## src/rtl/wcsync_pkg.sv

```systemverilog
package wcsync_pkg;

    // Divider tracking state
    typedef enum logic [0:0] {
        ST_ACQUIRE = 1'b0,
        ST_TRACK   = 1'b1
    } track_state_e;

    // Classification of a detected reference edge
    typedef enum logic [1:0] {
        EV_NONE  = 2'd0,
        EV_MATCH = 2'd1,
        EV_MISS  = 2'd2
    } edge_class_e;

    // Status bundle carried to the top-level outputs
    typedef struct packed {
        logic aligned;
        logic resync;
        logic ref_lost;
    } sync_status_t;

    localparam int unsigned DEF_SYNC_STAGES = 2;

    // Magnitude of a two's-complement phase error held in the low w bits
    function automatic logic [31:0] err_magnitude(input logic [31:0] err, input int unsigned w);
        logic [31:0] mask;
        logic [31:0] v;
        mask = (32'd1 << w) - 32'd1;
        v    = err & mask;
        if (v[w-1])
            return ((~v) + 32'd1) & mask;
        return v;
    endfunction

endpackage

```

## src/rtl/wcsync_edge.sv

```systemverilog
module wcsync_edge #(
    parameter int unsigned SYNC_STAGES = wcsync_pkg::DEF_SYNC_STAGES
) (
    input  logic clk,
    input  logic rst,
    input  logic wclk_in,
    output logic rise
);
    // pipe[0..SYNC_STAGES-1]: synchronizer, pipe[SYNC_STAGES]: history flop
    logic [SYNC_STAGES:0] pipe;

    generate
        for (genvar i = 0; i <= SYNC_STAGES; i++) begin : g_stage
            if (i == 0) begin : g_first
                always_ff @(posedge clk) begin
                    if (rst) pipe[0] <= 1'b0;
                    else     pipe[0] <= wclk_in;
                end
            end else begin : g_next
                always_ff @(posedge clk) begin
                    if (rst) pipe[i] <= 1'b0;
                    else     pipe[i] <= pipe[i-1];
                end
            end
        end
    endgenerate

    assign rise = pipe[SYNC_STAGES-1] & ~pipe[SYNC_STAGES];

endmodule

```

## src/rtl/wcsync_divider.sv

```systemverilog
module wcsync_divider #(
    parameter int unsigned CNT_W    = 9,
    parameter int unsigned BCLK_BIT = 2,
    parameter int unsigned LOAD_VAL = 3
) (
    input  logic             clk,
    input  logic             rst,
    input  logic             load,
    output logic [CNT_W-1:0] cnt,
    output logic             bclk,
    output logic             lrclk
);
    localparam logic [CNT_W-1:0] LOAD_C = CNT_W'(LOAD_VAL);

    always_ff @(posedge clk) begin
        if (rst)       cnt <= '0;
        else if (load) cnt <= LOAD_C;
        else           cnt <= cnt + 1'b1;
    end

    // Both taps come from one register, so the MSB toggles only when the
    // lower bits wrap, which is also a falling transition of the BCLK tap.
    assign bclk  = cnt[BCLK_BIT];
    assign lrclk = cnt[CNT_W-1];

endmodule

```

## src/rtl/wcsync_loss_mon.sv

```systemverilog
module wcsync_loss_mon #(
    parameter int unsigned CNT_W       = 9,
    parameter int unsigned LOSS_FRAMES = 2
) (
    input  logic clk,
    input  logic rst,
    input  logic rise,
    output logic lost_trip,
    output logic ref_lost
);
    localparam int unsigned LOSS_CYC = LOSS_FRAMES << CNT_W;
    localparam int unsigned GAP_W    = $clog2(LOSS_CYC + 1);
    localparam logic [GAP_W-1:0] TRIP_AT = GAP_W'(LOSS_CYC - 1);

    logic [GAP_W-1:0] gap;

    assign lost_trip = !rise && !ref_lost && (gap == TRIP_AT);

    always_ff @(posedge clk) begin
        if (rst) begin
            gap      <= '0;
            ref_lost <= 1'b0;
        end else if (rise) begin
            gap      <= '0;
            ref_lost <= 1'b0;
        end else if (!ref_lost) begin
            gap <= gap + 1'b1;
            if (lost_trip) ref_lost <= 1'b1;
        end
    end

endmodule

```

## src/rtl/wcsync_phase_ctl.sv

```systemverilog
module wcsync_phase_ctl
    import wcsync_pkg::*;
#(
    parameter int unsigned CNT_W      = 9,
    parameter int unsigned LOAD_VAL   = 3,
    parameter int unsigned PHASE_TOL  = 2,
    parameter int unsigned MISS_LIMIT = 4
) (
    input  logic             clk,
    input  logic             rst,
    input  logic             rise,
    input  logic             lost_trip,
    input  logic [CNT_W-1:0] cnt,
    output logic             load,
    output logic             aligned,
    output logic             resync
);
    localparam int unsigned MISS_W = $clog2(MISS_LIMIT + 1);
    localparam logic [CNT_W-1:0]  LOAD_C   = CNT_W'(LOAD_VAL);
    localparam logic [MISS_W-1:0] MISS_TOP = MISS_W'(MISS_LIMIT - 1);

    track_state_e      state, state_n;
    edge_class_e       ev;
    logic [MISS_W-1:0] miss_cnt, miss_cnt_n;
    logic              aligned_n, resync_n;
    logic [CNT_W-1:0]  phase_err;
    logic [31:0]       err_mag;

    // Error of the counter's next value against the load constant
    assign phase_err = cnt + 1'b1 - LOAD_C;
    assign err_mag   = err_magnitude(32'(phase_err), CNT_W);

    always_comb begin
        if (!rise)                      ev = EV_NONE;
        else if (err_mag <= PHASE_TOL)  ev = EV_MATCH;
        else                            ev = EV_MISS;
    end

    always_comb begin
        state_n    = state;
        miss_cnt_n = miss_cnt;
        aligned_n  = aligned;
        resync_n   = 1'b0;
        load       = 1'b0;
        if (state == ST_ACQUIRE) begin
            if (ev != EV_NONE) begin
                load       = 1'b1;
                state_n    = ST_TRACK;
                aligned_n  = 1'b1;
                miss_cnt_n = '0;
            end
        end else begin
            unique case (ev)
                EV_MATCH: begin
                    miss_cnt_n = '0;
                    aligned_n  = 1'b1;
                end
                EV_MISS: begin
                    if (miss_cnt == MISS_TOP) begin
                        load       = 1'b1;
                        resync_n   = 1'b1;
                        aligned_n  = 1'b0;
                        miss_cnt_n = '0;
                    end else begin
                        miss_cnt_n = miss_cnt + 1'b1;
                    end
                end
                default: begin
                    if (lost_trip) begin
                        aligned_n  = 1'b0;
                        miss_cnt_n = '0;
                    end
                end
            endcase
        end
        if (state == ST_ACQUIRE && ev == EV_NONE && lost_trip)
            aligned_n = 1'b0;
    end

    always_ff @(posedge clk) begin
        if (rst) begin
            state    <= ST_ACQUIRE;
            miss_cnt <= '0;
            aligned  <= 1'b0;
            resync   <= 1'b0;
        end else begin
            state    <= state_n;
            miss_cnt <= miss_cnt_n;
            aligned  <= aligned_n;
            resync   <= resync_n;
        end
    end

endmodule

```

## src/rtl/wcsync_clkdiv.sv

```systemverilog
module wcsync_clkdiv
    import wcsync_pkg::*;
#(
    parameter int unsigned CNT_W       = 9,
    parameter int unsigned BCLK_BIT    = 2,
    parameter int unsigned LOAD_VAL    = 3,
    parameter int unsigned PHASE_TOL   = 2,
    parameter int unsigned MISS_LIMIT  = 4,
    parameter int unsigned LOSS_FRAMES = 2,
    parameter int unsigned SYNC_STAGES = DEF_SYNC_STAGES
) (
    input  logic clk,
    input  logic rst,
    input  logic wclk_in,
    output logic bclk_o,
    output logic lrclk_o,
    output logic aligned_o,
    output logic resync_o,
    output logic ref_lost_o
);
    logic             ref_rise;
    logic             lost_trip;
    logic             div_load;
    logic [CNT_W-1:0] div_cnt;
    sync_status_t     status;

    wcsync_edge #(.SYNC_STAGES(SYNC_STAGES)) u_edge (
        .clk     (clk),
        .rst     (rst),
        .wclk_in (wclk_in),
        .rise    (ref_rise)
    );

    wcsync_loss_mon #(.CNT_W(CNT_W), .LOSS_FRAMES(LOSS_FRAMES)) u_loss (
        .clk       (clk),
        .rst       (rst),
        .rise      (ref_rise),
        .lost_trip (lost_trip),
        .ref_lost  (status.ref_lost)
    );

    wcsync_phase_ctl #(
        .CNT_W      (CNT_W),
        .LOAD_VAL   (LOAD_VAL),
        .PHASE_TOL  (PHASE_TOL),
        .MISS_LIMIT (MISS_LIMIT)
    ) u_ctl (
        .clk       (clk),
        .rst       (rst),
        .rise      (ref_rise),
        .lost_trip (lost_trip),
        .cnt       (div_cnt),
        .load      (div_load),
        .aligned   (status.aligned),
        .resync    (status.resync)
    );

    wcsync_divider #(.CNT_W(CNT_W), .BCLK_BIT(BCLK_BIT), .LOAD_VAL(LOAD_VAL)) u_div (
        .clk   (clk),
        .rst   (rst),
        .load  (div_load),
        .cnt   (div_cnt),
        .bclk  (bclk_o),
        .lrclk (lrclk_o)
    );

    assign aligned_o  = status.aligned;
    assign resync_o   = status.resync;
    assign ref_lost_o = status.ref_lost;

endmodule

```

## config.mk

```make
export PLATFORM = sky130hd
export DESIGN_NAME = wcsync_clkdiv
export DESIGN_NICKNAME = d
export VERILOG_FILES = /design/src/rtl/wcsync_pkg.sv /design/src/rtl/wcsync_edge.sv /design/src/rtl/wcsync_divider.sv /design/src/rtl/wcsync_loss_mon.sv /design/src/rtl/wcsync_phase_ctl.sv /design/src/rtl/wcsync_clkdiv.sv
export SDC_FILE = /design/constraint.sdc
export NUM_CORES = 1
export LEC_CHECK = 0
export BUFFER_PORTS_ARGS = -buffer_cell sky130_fd_sc_hd__buf_2
export CORE_MARGIN = 2
export CORE_UTILIZATION = 60
export DETAILED_ROUTE_END_ITERATION = 7
export GPL_ROUTABILITY_DRIVEN = 0
export HOLD_SLACK_MARGIN = 0.1
export PLACE_DENSITY = 0.78
export SLEW_MARGIN = 20
export SYNTH_ARGS = -nofsm -noshare
export SYNTH_HDL_FRONTEND = slang
export SYNTH_SLANG_ARGS = --single-unit
```

## constraint.sdc

```tcl
create_clock -name clk -period 5.7 [get_ports clk]
set_input_delay 0.57 -clock clk [delete_from_list [all_inputs] [get_ports clk]]
set_output_delay 0.57 -clock clk [all_outputs]
set_load 0.01 [all_outputs]
```

Word level (Yosys, flattened, before mapping)

Cells that the tools add are included.

Memory bits (writable): 0
Memories: 0
Latch bits: 0
ROM bits: 0
Logic and storage cells: 65
Bits of input ports: 3
Register bits after elaboration: 30

Shift-type cells: 0
Order comparisons: 1
Equality and inequality tests: 6
Bitwise gates (word level): 4
Div/mod/pow operators: 0
Muxes and demuxes: 23
Reduce and logical (&&, ||, !) cells: 15
Multipliers: 0
Add/sub/neg operators: 5

Operator list:

| operator              | count |
|---|---|
| $mux 32               | 2 |
| $le 32x2->1 const B   | 1 |
| $add 9x1->9 const B   | 2 |
| $mux 1                | 12 |
| $mux 3                | 4 |
| $add 11x1->11 const B | 1 |
| $eq 11x10->1 const B  | 1 |
| $not 9->9             | 1 |
| $sub 9x2->9 const B   | 1 |
| $reduce_or 2->1       | 4 |
| $mux 2                | 3 |
| $pmux 3 s2            | 1 |
| $logic_and 1x1->1     | 4 |
| $ne 4x3->1 const B    | 1 |
| $reduce_bool 2->1     | 2 |
| $add 3x1->3 const B   | 1 |
| $eq 3x2->1 const B    | 1 |
| $ne 3x3->1 const B    | 1 |
| $reduce_and 3->1      | 1 |
| $eq 2x1->1 const B    | 1 |
| $eq 2x2->1 const B    | 1 |
| $logic_not 1->1       | 2 |
| $logic_not 2->1       | 1 |
| $not 1->1             | 2 |
| other kinds (3)       | 3 |

Depth between registers and ports, before layout

Gate-level depths: netlist (run 1).

Depth after elaboration: 13
Depth in mapped cells: 11
Mapped depth without buffers: 10

By module

A second synthesis (run 1) with hierarchy kept.

Cells, all modules: 205
Area total of the unflattened synthesis: 1752.9 sq um

By module, submodules not included:

| module           | instances | area each (sq um) | cells an instance | sequential area each (sq um) |
|---|---|---|---|---|
| wcsync_phase_ctl | 1         | 699.4             | 92                | 120.1 |
| wcsync_loss_mon  | 1         | 581.8             | 62                | 240.2 |
| wcsync_divider   | 1         | 384.1             | 44                | 180.2 |
| wcsync_edge      | 1         | 87.6              | 7                 | 60.1 |

Worst setup path before layout (run 1)

No wires, ideal clock.

Path kind: register to register
Start point: register u_div.cnt[0]
End point: register u_div.cnt[0]
Buffers on the path: 1
Period minus slack after synthesis: 2.984 ns
Data arrival time: 2.863 ns
Setup slack: 2.716 ns
Cell stages (with the launch flop): 11
Library setup time: 0.122 ns
Cell sequence: dfxtp_1 > ha_1 > buf_6 > and3_4 > or4_4 > a2111oi_4 > mux2i_1 > mux2i_1 > o2111ai_1 > nand2b_4 > a221o_1

Word-level cells in the longest chain between the ends: 13

RTL lines:

| item                                            | RTL line                                       | source |
|---|---|---|
| start: declaration                              | wcsync_divider.sv:9                            | `output logic [CNT_W-1:0] cnt,` |
| start signal: assignment                        | wcsync_divider.sv:18                           | `else cnt <= cnt + 1'b1;` |
| $add 9x1->9 (*)                                 | wcsync_divider.sv:18, wcsync_phase_ctl.sv:30   |  |
| $sub 9x2->9                                     | wcsync_phase_ctl.sv:30                         | `assign phase_err = cnt + 1'b1 - LOAD_C;` |
| $not 9->9                                       | wcsync_pkg.sv:32                               | `return ((~v) + 32'd1) & mask;` |
| $add 9x1->9                                     | wcsync_pkg.sv:32                               |  |
| $mux 32                                         | wcsync_pkg.sv:31                               | `if (v[w-1])` |
| $mux 32                                         | wcsync_pkg.sv:33                               | `return v;` |
| $le 32x2->1                                     | wcsync_phase_ctl.sv:35                         | `else if (err_mag <= PHASE_TOL) ev = EV_MATCH;` |
| $mux 2                                          | wcsync_phase_ctl.sv:35                         |  |
| $mux 2                                          | wcsync_phase_ctl.sv:34                         | `if (!rise) ev = EV_NONE;` |
| $eq 2x2->1 or $reduce_bool 2->1 (tied branches) | wcsync_phase_ctl.sv:53, wcsync_phase_ctl.sv:46 |  |
| $mux 1 (on tied branches)                       | --                                             |  |
| $mux 1                                          | wcsync_phase_ctl.sv:45                         | `if (state == ST_ACQUIRE) begin` |
| $mux 2 (*)                                      | wcsync_divider.sv:17                           | `else if (load) cnt <= LOAD_C;` |

Mark *: on every way between the ends. The rest lies on a longest branch, timed or not. The select of a mux whose other input is x is not followed.
A chain may end at the register's enable or synchronous reset.

Final worst setup path (run 1)

Start point: register u_div.cnt[0]
End point: register u_div.cnt[1]

The elaborated chain is that of the path after synthesis.

==> results of run 1 <==
## power groups by stage
stage	Combinational [mW]	Sequential [mW]	Clock [mW]
6_report	0.174	0.226	0.139
5_1_grt	0.193	0.227	0.151
4_1_cts	0.173	0.226	0.143
3_5_place_dp	0.172	0.231	0
3_3_place_gp	0.170	0.231	0
2_1_floorplan	0.147	0.226	0
## routing by layer
layer / global-route usage [%] / share of wire [%] / vias to the layer above
met3: 5.18 / 6.0 / 10
met1: 29.7 / 45 / 834
li1: - / - / 928
met2: 37.5 / 47 / 53
met4: 11.7 / 2.3 / 0
met5: 0 / 0 / -
## critical path, cell delays in order (launching register included)
cell and delay (ps):
dfxtp_1 510, ha_1 400, xnor2_1 600, nand4b_4 240, a2111oi_4 560, mux2i_1 280
mux2i_1 220, o2111ai_1 180, nand2b_4 210, a221o_1 290
## through the flow
step | hold slack, ps | instance area [um^2]
2_1_floorplan | 414 | 2140
3_3_place_gp | 429 | 2150
3_5_place_dp | 430 | 2150
4_1_cts | 433 | 2220
5_1_grt | 430 | 2220
6_report | 437 | 2220
## cells in the mapped netlist (3+ instances only)
cell type and instances:
ha_1 7, xnor2_1 8, a31oi_1 3, inv_1 8, a211oi_1 3, nand3_1 7
a21oi_1 9, nand2_1 13, buf_6 3, nor2b_1 7, o21ai_0 10, nand4_1 4
nor4_1 3, dfxtp_1 30, xor2_1 11, o211ai_1 3, or2_2 3, nor4b_1 3
nor3_1 7, and4_1 3, mux2i_1 6, or3_1 4, nor2_1 35
## area by class of cell
| cell class | count | area share [%] |
|---|---|---|
| Clock buffer | 6 | 2.31 |
| Clock inverter | 2 | 0.564 |
| Inverter | 8 | 1.35 |
| Multi-Input combinational cell | 200 | 64.5 |
| Sequential cell | 30 | 27.1 |
| Tap cell | 46 | 2.59 |
| Timing Repair Buffer | 7 | 1.58 |
## final timing paths
path,endpoint,slack [ps],depth (start not counted)
max reg2reg,u_div.cnt[1]$_SDFF_PP0_,2090,9
max,u_div.cnt[1]$_SDFF_PP0_,2090,9
min,u_edge.pipe[0]$_SDFF_PP0_,440,2
min reg2reg,u_edge.pipe[1]$_SDFF_PP0_,450,1
## sequential cells by signal, summed over array words and instances (netlist names)
name,cells
u_ctl.resync,1
u_loss.gap,11
u_ctl.miss_cnt,3
u_ctl.aligned,1
u_ctl.state,1
u_div.cnt,9
u_loss.ref_lost,1
u_edge.pipe,3
## logic make-up after synthesis
group                    synth area share, %
multiplexers                            3.34
buffers and inverters                   4.97
XOR/XNOR                                9.77
AND/OR/NAND/NOR                         28.7
adder cells (fa/ha/maj)                 4.10
AO/OA/AOI/OAI                           21.1
flip-flops                              28.1
## cell usage in the layout (no fill, tap or decap), types with 8 or more instances in the layout
| cell | synthesis | layout |
|---|---|---|
| nor2_1 | 35 | 35 |
| dfxtp_1 | 30 | 30 |
| nand2_1 | 13 | 13 |
| xor2_1 | 11 | 11 |
| o21ai_0 | 10 | 10 |
| a21oi_1 | 9 | 9 |
| inv_1 | 8 | 8 |
| xnor2_1 | 8 | 8 |
==> summary.md, run 1 <==
| Metric | Value |
|---|---|
| Outcome | finished, final reports clean |
| Post-CTS setup repair buffer count | 0 |
| Unrepaired setup endpoints after global routing | false |
| First-pass GRT wire length | 7510 um |
| Gr ovfl total | 0 |
| Minimum clock period | 3610 ps |
| Core Footprint | 3390 um^2 |
| Sw power | 0.188 mW |
| Synth area leader | dfxtp_1 |
| P_int | 0.352 mW |
| Initial antenna violation count | 0 |
| P_leak | 0.845 nW |
| Maximum number of pins on one net before global-route repair | 19 |
| # port buffers | 7 |
| Synth top area cells | dfxtp_1 28%, nor2_1 6.1%, xor2_1 4.5% |
| DR iter-0 viols | 177 |
| Launching point of the worst reg2reg path | u_div.cnt[0]$_SDFF_PP0_ |
| Post-CTS Resized | 0 |
| Die ar. | 4060 um^2 |
| Via count | 1825 |
| Die span in y | 63.7 um |
| Final hold violation count | 0 |
| Mean routed wirelength per cell | 14.8 um |
| Num CTS Buffers | 5 |
| Syn Inst Count | 246 |
| Post-route core utilization | 65.4% |
| Flop pwr share | 41.9% |
| Most used DFF post-synth | dfxtp_1 |
| P&R area growth vs syn | 3.74% |
| Worst Path Required | 5940 ps |
| Setup Skew | 11.9 ps |
| Initial Util | 63.1% |
| Clk sinks | 30 |
| # Max-Cap Violations | 0 |
| Row Count | 21 |
| Setup ws final | 2090 ps |
| Number of global-route vias before repair | 1700 |
| CTS tree | built |
| Power, Total | 0.540 mW |
| Final wirelength | 4430 um |
| H-tree depth | 2 |
| Ant diodes | 0 |
| Hold Crit Start | wclk_in |
| Placed insts | 291 |
| Storage element area | 601 um^2 |
| Sequential area share after synthesis | 28.1% |
| Clock buffer depth | 2 |
| Number of flops mapped to enable cells by yosys | 0 |
| Final HPWL DP | 3230 um |
| Endpoints failing setup | 0 |
| Antenna Violating Nets Remaining | 0 |
| Layout Cells excl Fill | 299 |
| Synth Cell Area | 2140 um^2 |
| Comb pwr share | 32.3% |
| Worst setup EP type | flop |
| Dpl ws | 2150 ps |
| Post-synthesis register bit count | 30 |
| Syn nets | 256 |
| Clk pin slew, worst setup/hold paths | 110 ps |
| Die W | 63.7 um |
| Pwr dens | 243 nW/um^2 |
| Final Cycle Share | 63.2% |
| Hold_buf cts | 0 |
| CP Max Fanout | 17 |
| Max Clk Rate | 0.277 GHz |
| I/O pin count | 8 |
| Maximum vdd drop | 0.183 mV |
| Slew headroom | 48.6% |
| Footprint of the multi-input gates | 1430 um^2 |
| Critical path type | flop to flop |
| Top cell type's share of synthesized area | 28.1% |
| Layout cells sized above 1 | 15.4% |
| CP Launch Type | flop |
| First drt pass iteration count | 4 |
| Worst Tran Pin Value | 765 ps |
| Clk root buf | clkbuf_4 |
| Sw Share | 34.9% |
| Filler cells | 276 |
| Arr. time, crit path | 3840 ps |
| Clock Power Share | 25.8% |
| YS warnings | 0 |
| Async set-reset flop share out of synthesis | 0% |
| Skew-Pair Late Insertion Delay | 350 ps |
| Fin nets | 262 |
| DRC Markers | 0 |
| Global Route Usage Sum | 23.5% |
| Hold crit path type | primary input to flop |
| Synth Area per Inst | 8.69 um^2 |
| Final slew viol count | 0 |
| Yosys cell types | 65 |
| Worst Setup SP | u_div.cnt[0]$_SDFF_PP0_ |
| Total negative slack | 0 ps |
| Avg Vias per Cell | 6.10 |
(Power assumes the default switching activity.)
==> inputs of run 2 (changes only) <==
clock period = 3.6 ns   (was 5.7 ns; I/O delays follow)
==> run 2 against run 1 <==
Compared with the run above:
- non-clock buffer count up 3
- global-route usage down 0.11 points
- final cell count up 1.0%
- combinational power up 61%
- critical endpoint is now u_div.cnt[0]$_SDFF_PP0_
- design area up 1.0%
- critical path depth unchanged
- clock skew down 2.6 ps
- sequential power up 57%
- die area unchanged
- highest routed layer unchanged
- largest cell class unchanged
- total power up 58%
- first-iteration DRC count up 13%
- routed wire length up 0.72%
==> summary.md, run 2 (synthesized netlist as in run 1, its figures left out) <==
| Metric | Value |
|---|---|
| Endpoints failing setup | 0 (unchanged) |
| Die ar. | 4060 um^2 (unchanged) |
| Clock Power Share | 25.6% (-0.2 points) |
| Max Clk Rate | 0.299 GHz (+7.6%) |
| Commonest non-fill, non-tap cell in the layout | nor2_1 |
| Worst path max stage delay | 590 ps (about the same) |
| Setup ws final | 250 ps (-1840 ps) |
| I/O pin count | 8 (unchanged) |
| Max layer used | met4 |
| Max reg flops | 11 (unchanged) |
| Storage element area | 601 um^2 (unchanged) |
| First drt pass iteration count | 5 (+1) |
| Post-route core utilization | 66.1% (+0.66 points) |
| Maximum vdd drop | 0.241 mV (+32%) |
| Clock buffer depth | 2 (unchanged) |
| Commonest cells after routing, fill and taps aside | 35 x nor2_1, 30 x dfxtp_1, 13 x nand2_1, 11 x xor2_1, 10 x o21ai_0 |
| Design Area, Final | 2240 um^2 (+1.0%) |
| Flop pwr share | 41.5% (-0.4 points) |
| Largest reg by FF count | u_loss.gap |
| DRT met1 WL | 2030 um (+3.0%) |
| Outcome | finished, final reports clean |
| Die W | 63.7 um (unchanged) |
| Core Footprint | 3390 um^2 (unchanged) |
| Sw Share | 34.7% (-0.16 points) |
| Setup Skew | 9.25 ps (-2.65 ps) |
| Post-CTS Resized | 0 (unchanged) |
| Sw power | 0.297 mW (+58%) |
| CP Launch Type | flop |
| Dpl ws | 337 ps (-1820 ps) |
| Gr ovfl total | 0 (unchanged) |
| Row Count | 21 (unchanged) |
| Power, Total | 0.855 mW (+58%) |
| First-pass GRT wire length | 7560 um (+0.64%) |
| Unrepaired setup endpoints after global routing | false |
| Placed insts | 294 (+1.0%) |
| Initial Util | 63.1% (unchanged) |
| Clk sinks | 30 (unchanged) |
| Filler cells | 307 (+11%) |
| WL met3 | 223 um (-16%) |
| Total negative slack | 0 ps (unchanged) |
| Minimum clock period | 3350 ps (-255 ps) |
| Post-CTS setup repair buffer count | 0 (unchanged) |
| Hold_buf cts | 0 (unchanged) |
| Antenna Violating Nets Remaining | 0 (unchanged) |
| Maximum number of pins on one net before global-route repair | 19 (unchanged) |
| Critical path type | flop to flop |
| Slowest CP cell | xnor2_1 |
| Cell Area, Placed | 2180 um^2 (+1.0%) |
| Final hold violation count | 0 (unchanged) |
| Ant diodes | 0 (unchanged) |
| Worst Tran Pin Value | 793 ps (+28.0 ps) |
| Worst setup EP type | flop |
| Layout cells sized above 1 | 16.4% (+0.99 points) |
| # Max-Cap Violations | 0 (unchanged) |
| Most used cell, CP | mux2i_1 |
| Comb pwr share | 32.9% (+0.6 points) |
| Arr. time, crit path | 3590 ps (-250 ps) |
| Fin nets | 265 (+1.1%) |
| Final wirelength | 4460 um (+0.72%) |
| CP Max Fanout | 8 (-9) |
| P&R area growth vs syn | 4.80% |
| Hold crit path type | primary input to flop |
| Via count | 1858 (+1.8%) |
| Mean routed wirelength per cell | 14.8 um (-0.28%) |
| Footprint of the multi-input gates | 1430 um^2 (unchanged) |
| Final hold slack | 230 ps (-207 ps) |
| Initial antenna violation count | 0 (unchanged) |
| Family with the most delay on the worst path | compound AO/OA/AOI/OAI gates |
| CTS tree | built |
| Avg Vias per Cell | 6.15 (+0.80%) |
| Skew-Pair Late Insertion Delay | 340 ps (about the same) |
| H-tree depth | 2 (unchanged) |
| P_int | 0.558 mW (+59%) |
| Pwr dens | 381 nW/um^2 (+57%) |
| Clk root buf | clkbuf_4 |
| DR iter-0 viols | 200 (+13%) |
| Num CTS Buffers | 5 (unchanged) |
| P_leak | 0.859 nW (+1.7%) |
| Slew headroom | 46.7% (-1.9 points) |
| Met2 wire len | 2120 um (+1.5%) |
| Die span in y | 63.7 um (unchanged) |
| Clk pin slew, worst setup/hold paths | 110 ps (about the same) |
| Worst-path cell chain | ha_1 > xnor2_1 > nand4b_4 > a2111oi_4 > mux2i_1 > mux2i_1 > o2111ai_1 > nand2b_4 > a221o_1 |
| # port buffers | 7 (unchanged) |
| DRC Markers | 0 (unchanged) |
| Layout Cells excl Fill | 302 (+1.0%) |
| Largest regs | u_loss.gap x11, u_div.cnt x9 |
| Final Cycle Share | 93.1% (+30 points) |
| Number of global-route vias before repair | 1638 (-3.6%) |
| Worst Path Required | 3840 ps (-2100 ps) |
| Global Route Usage Sum | 23.4% (-0.11 points) |
| Worst path bufs/invs | 0 (unchanged) |
| Final HPWL DP | 3230 um (about the same) |
| Final slew viol count | 0 (unchanged) |
## run 2: cell types whose count changed in the layout (fill, tap and decap cells not counted)
cell and delta:
buf_4 +3
## run 2: power groups by stage
stage	Sequential (mW)	Combinational [mW]	Clock [mW]
2_1_floorplan	0.358	0.233	0
3_3_place_gp	0.361	0.273	0
3_5_place_dp	0.362	0.274	0
4_1_cts	0.354	0.276	0.223
5_1_grt	0.356	0.307	0.239
6_report	0.354	0.281	0.219
## run 2: cell type report
type	count	area share (%)
tap	46	2.57
timing repair buffer	10	2.57
clock buffer	6	2.29
sequential	30	26.8
multi-input combinational	200	63.9
clock inverter	2	0.558
inverter	8	1.34
## run 2: path summary, 6_finish.rpt
kind	endpoint	depth (start not counted)	slack, ps	startpoint
worst max-delay path	u_div.cnt[0]$_SDFF_PP0_	9	250	u_div.cnt[0]$_SDFF_PP0_
worst min-delay path	u_edge.pipe[0]$_SDFF_PP0_	2	230	wclk_in
worst max register to register	u_div.cnt[0]$_SDFF_PP0_	9	250	u_div.cnt[0]$_SDFF_PP0_
worst min register to register	u_edge.pipe[1]$_SDFF_PP0_	1	460	u_edge.pipe[0]$_SDFF_PP0_
## run 2: per-layer routing
layer | vias to the layer above | track usage, %
met3 | 11 | 5.00
met1 | 869 | 30.2
met4 | 0 | 8.70
met5 | - | 0
li1 | 927 | -
met2 | 51 | 38.2
==> inputs of run 3 (changes only) <==
GPL_TIMING_DRIVEN = 0   (was not set)
==> run 3 against run 2 <==
Compared with the run above:
- sequential share of layout area shrank 0.66 points
- die area is the same
- non-clock buffer count grew 6
- highest routed layer unchanged
- critical path depth grew 1
- critical endpoint unchanged
- first-iteration DRC count shrank 36%
- via count grew 1.3%
- design area grew 2.5%
- clock skew grew 7.4 ps
- clock power shrank 10%
- largest power group unchanged
- final cell count grew 1.3%
- combinational power grew 6%
==> summary.md, run 3 (synthesized netlist as in run 1, its figures left out) <==
| Metric | Value |
|---|---|
| Outcome | finished, final reports clean |
| CP Launch Type | flop |
| Max layer used | met4 |
| Pwr dens | 369 nW/um^2 (-3.2%) |
| Largest reg by FF count | u_loss.gap |
| Maximum number of pins on one net before global-route repair | 11 (-8) |
| Worst-path cell chain | ha_1 > buf_6 > and3_4 > xor2_1 > mux2_2 > a221o_2 > o32ai_1 > o2111ai_1 > nand2b_4 > a221o_1 |
| Worst path max stage delay | 550 ps (-40 ps) |
| Clk root buf | clkbuf_4 |
| First drt pass iteration count | 5 (unchanged) |
| Initial Util | 63.1% (unchanged) |
| CTS tree | built |
| Clk pin slew, worst setup/hold paths | 100 ps (about the same) |
| Ant diodes | 0 (unchanged) |
| Worst Tran Pin Value | 760 ps (-33.0 ps) |
| Critical path type | flop to flop |
| P&R area growth vs syn | 7.43% |
| Setup Skew | 16.6 ps (+7.38 ps) |
| Via count | 1882 (+1.3%) |
| Skew-Pair Late Insertion Delay | 330 ps (about the same) |
| Family with the most delay on the worst path | compound AO/OA/AOI/OAI gates |
| Gr ovfl total | 0 (unchanged) |
| # port buffers | 7 (unchanged) |
| Slew headroom | 48.9% (+2.2 points) |
| Final HPWL DP | 3280 um (+1.5%) |
| Unrepaired setup endpoints after global routing | false |
| Die span in y | 63.7 um (unchanged) |
| I/O pin count | 8 (unchanged) |
| Die ar. | 4060 um^2 (unchanged) |
| Commonest cells after routing, fill and taps aside | 35 x nor2_1, 30 x dfxtp_1, 13 x nand2_1, 11 x xor2_1, 10 x o21ai_0 |
| Core Footprint | 3390 um^2 (unchanged) |
| Endpoints failing setup | 0 (unchanged) |
| Minimum clock period | 3390 ps (+39.8 ps) |
| Max reg flops | 11 (unchanged) |
| Num CTS Buffers | 5 (unchanged) |
| Final wirelength | 4420 um (-0.99%) |
| Slowest CP cell | dfxtp_1 |
| DRT met1 WL | 2000 um (-1.3%) |
| Maximum vdd drop | 0.251 mV (+4.2%) |
| Met2 wire len | 2130 um (+0.61%) |
| WL met3 | 216 um (-3.1%) |
| Design Area, Final | 2300 um^2 (+2.5%) |
| Worst Path Required | 3830 ps (about the same) |
| Max Clk Rate | 0.295 GHz (-1.2%) |
| Fin nets | 271 (+2.3%) |
| Commonest non-fill, non-tap cell in the layout | nor2_1 |
| Filler cells | 275 (-10%) |
| Die W | 63.7 um (unchanged) |
| Arr. time, crit path | 3620 ps (+30 ps) |
| Final slew viol count | 0 (unchanged) |
| Layout cells sized above 1 | 17.3% (+0.90 points) |
| DR iter-0 viols | 129 (-36%) |
| Worst setup EP type | flop |
| Final hold violation count | 0 (unchanged) |
| Final Cycle Share | 94.2% (+1.1 points) |
| Number of global-route vias before repair | 1737 (+6.0%) |
| Worst path bufs/invs | 1 (+1) |
| First-pass GRT wire length | 7830 um (+3.7%) |
| Hold crit path type | primary input to flop |
| # Max-Cap Violations | 0 (unchanged) |
| Antenna Violating Nets Remaining | 0 (unchanged) |
| Row Count | 21 (unchanged) |
| Total negative slack | 0 ps (unchanged) |
| Largest regs | u_loss.gap x11, u_div.cnt x9 |
| Initial antenna violation count | 0 (unchanged) |
| Global Route Usage Sum | 24.3% (+0.97 points) |
| Clock buffer depth | 2 (unchanged) |
| Mean routed wirelength per cell | 14.4 um (-2.3%) |
| DRC Markers | 0 (unchanged) |
| CP Max Fanout | 8 (unchanged) |
| Cell Area, Placed | 2230 um^2 (+2.5%) |
| H-tree depth | 2 (unchanged) |
| P_leak | 0.887 nW (+3.3%) |
| Clk sinks | 30 (unchanged) |
| Avg Vias per Cell | 6.15 (about the same) |
-- run 3: cell count changes in the layout (fill, tap and decap cells not counted), sizes merged --
cell / delta
clkinvlp: -1
buf: +2
clkbuf: +4
clkinv: -1
-- run 3: final timing paths --
path	startpoint	end	slack (ps)	depth (start not counted)
worst max-delay path	u_div.cnt[0]$_SDFF_PP0_	u_div.cnt[0]$_SDFF_PP0_	210	10
worst min register to register	u_edge.pipe[0]$_SDFF_PP0_	u_edge.pipe[1]$_SDFF_PP0_	470	1
worst min-delay path	wclk_in	u_edge.pipe[0]$_SDFF_PP0_	270	2
worst max register to register	u_div.cnt[0]$_SDFF_PP0_	u_div.cnt[0]$_SDFF_PP0_	210	10
-- run 3: worst register-to-register path, delay by kind of cell, from the launching register on --
| family | cells | cell delay (ps) |
|---|---|---|
| AND/OR/NAND/NOR | 2 | 440 |
| flip-flops | 1 | 550 |
| multiplexers | 1 | 400 |
| AO/OA/AOI/OAI | 4 | 1040 |
| adder cells (fa/ha/maj) | 1 | 230 |
| buffers and inverters | 1 | 140 |
| XOR/XNOR | 1 | 500 |
-- run 3: routing by layer --
| layer | track usage (%) | vias up |
|---|---|---|
| li1 | - | 942 |
| met1 | 31.2 | 873 |
| met2 | 41.4 | 59 |
| met3 | 4.29 | 8 |
| met4 | 7.34 | 0 |
| met5 | 0 | - |
-- run 3: what timing repair did --
item                       in CTS  in global routing
hold buffers                    0                  0
buffers inserted                0                  1
setup endpoints to repair       0                 14
gates resized for setup         0                  1
-- run 3: area by class of cell --
type | count | area (um^2) | share of cell area [%]
sequential | 30 | 601 | 26.1
buffer | 8 | 76.3 | 3.32
inverter | 8 | 30.0 | 1.31
tap | 46 | 57.6 | 2.51
timing repair buffer | 8 | 42.5 | 1.85
clock buffer | 6 | 51.3 | 2.23
multi-input combinational | 200 | 1440 | 62.6
-- run 3: per-stage QoR --
stage	hold slack, ps	utilization, %	total power [mW]	std cells	setup slack, ps
after floorplan	414	-	0.591	246	616
after global placement	437	65.8	0.644	299	114
after detailed placement	460	65.8	0.646	299	83.9
after CTS	279	67.3	0.841	305	47.5
after global routing	299	67.8	0.895	306	13.6
final	267	67.8	0.848	306	210
-- run 3: report_power, final --
part	switching [mW]	leakage (nW)	internal [mW]
Clock	0.109	0.0302	0.0878
Sequential	0.0122	0.244	0.341
Combinational	0.164	0.614	0.134
Total	0.285	0.887	0.563
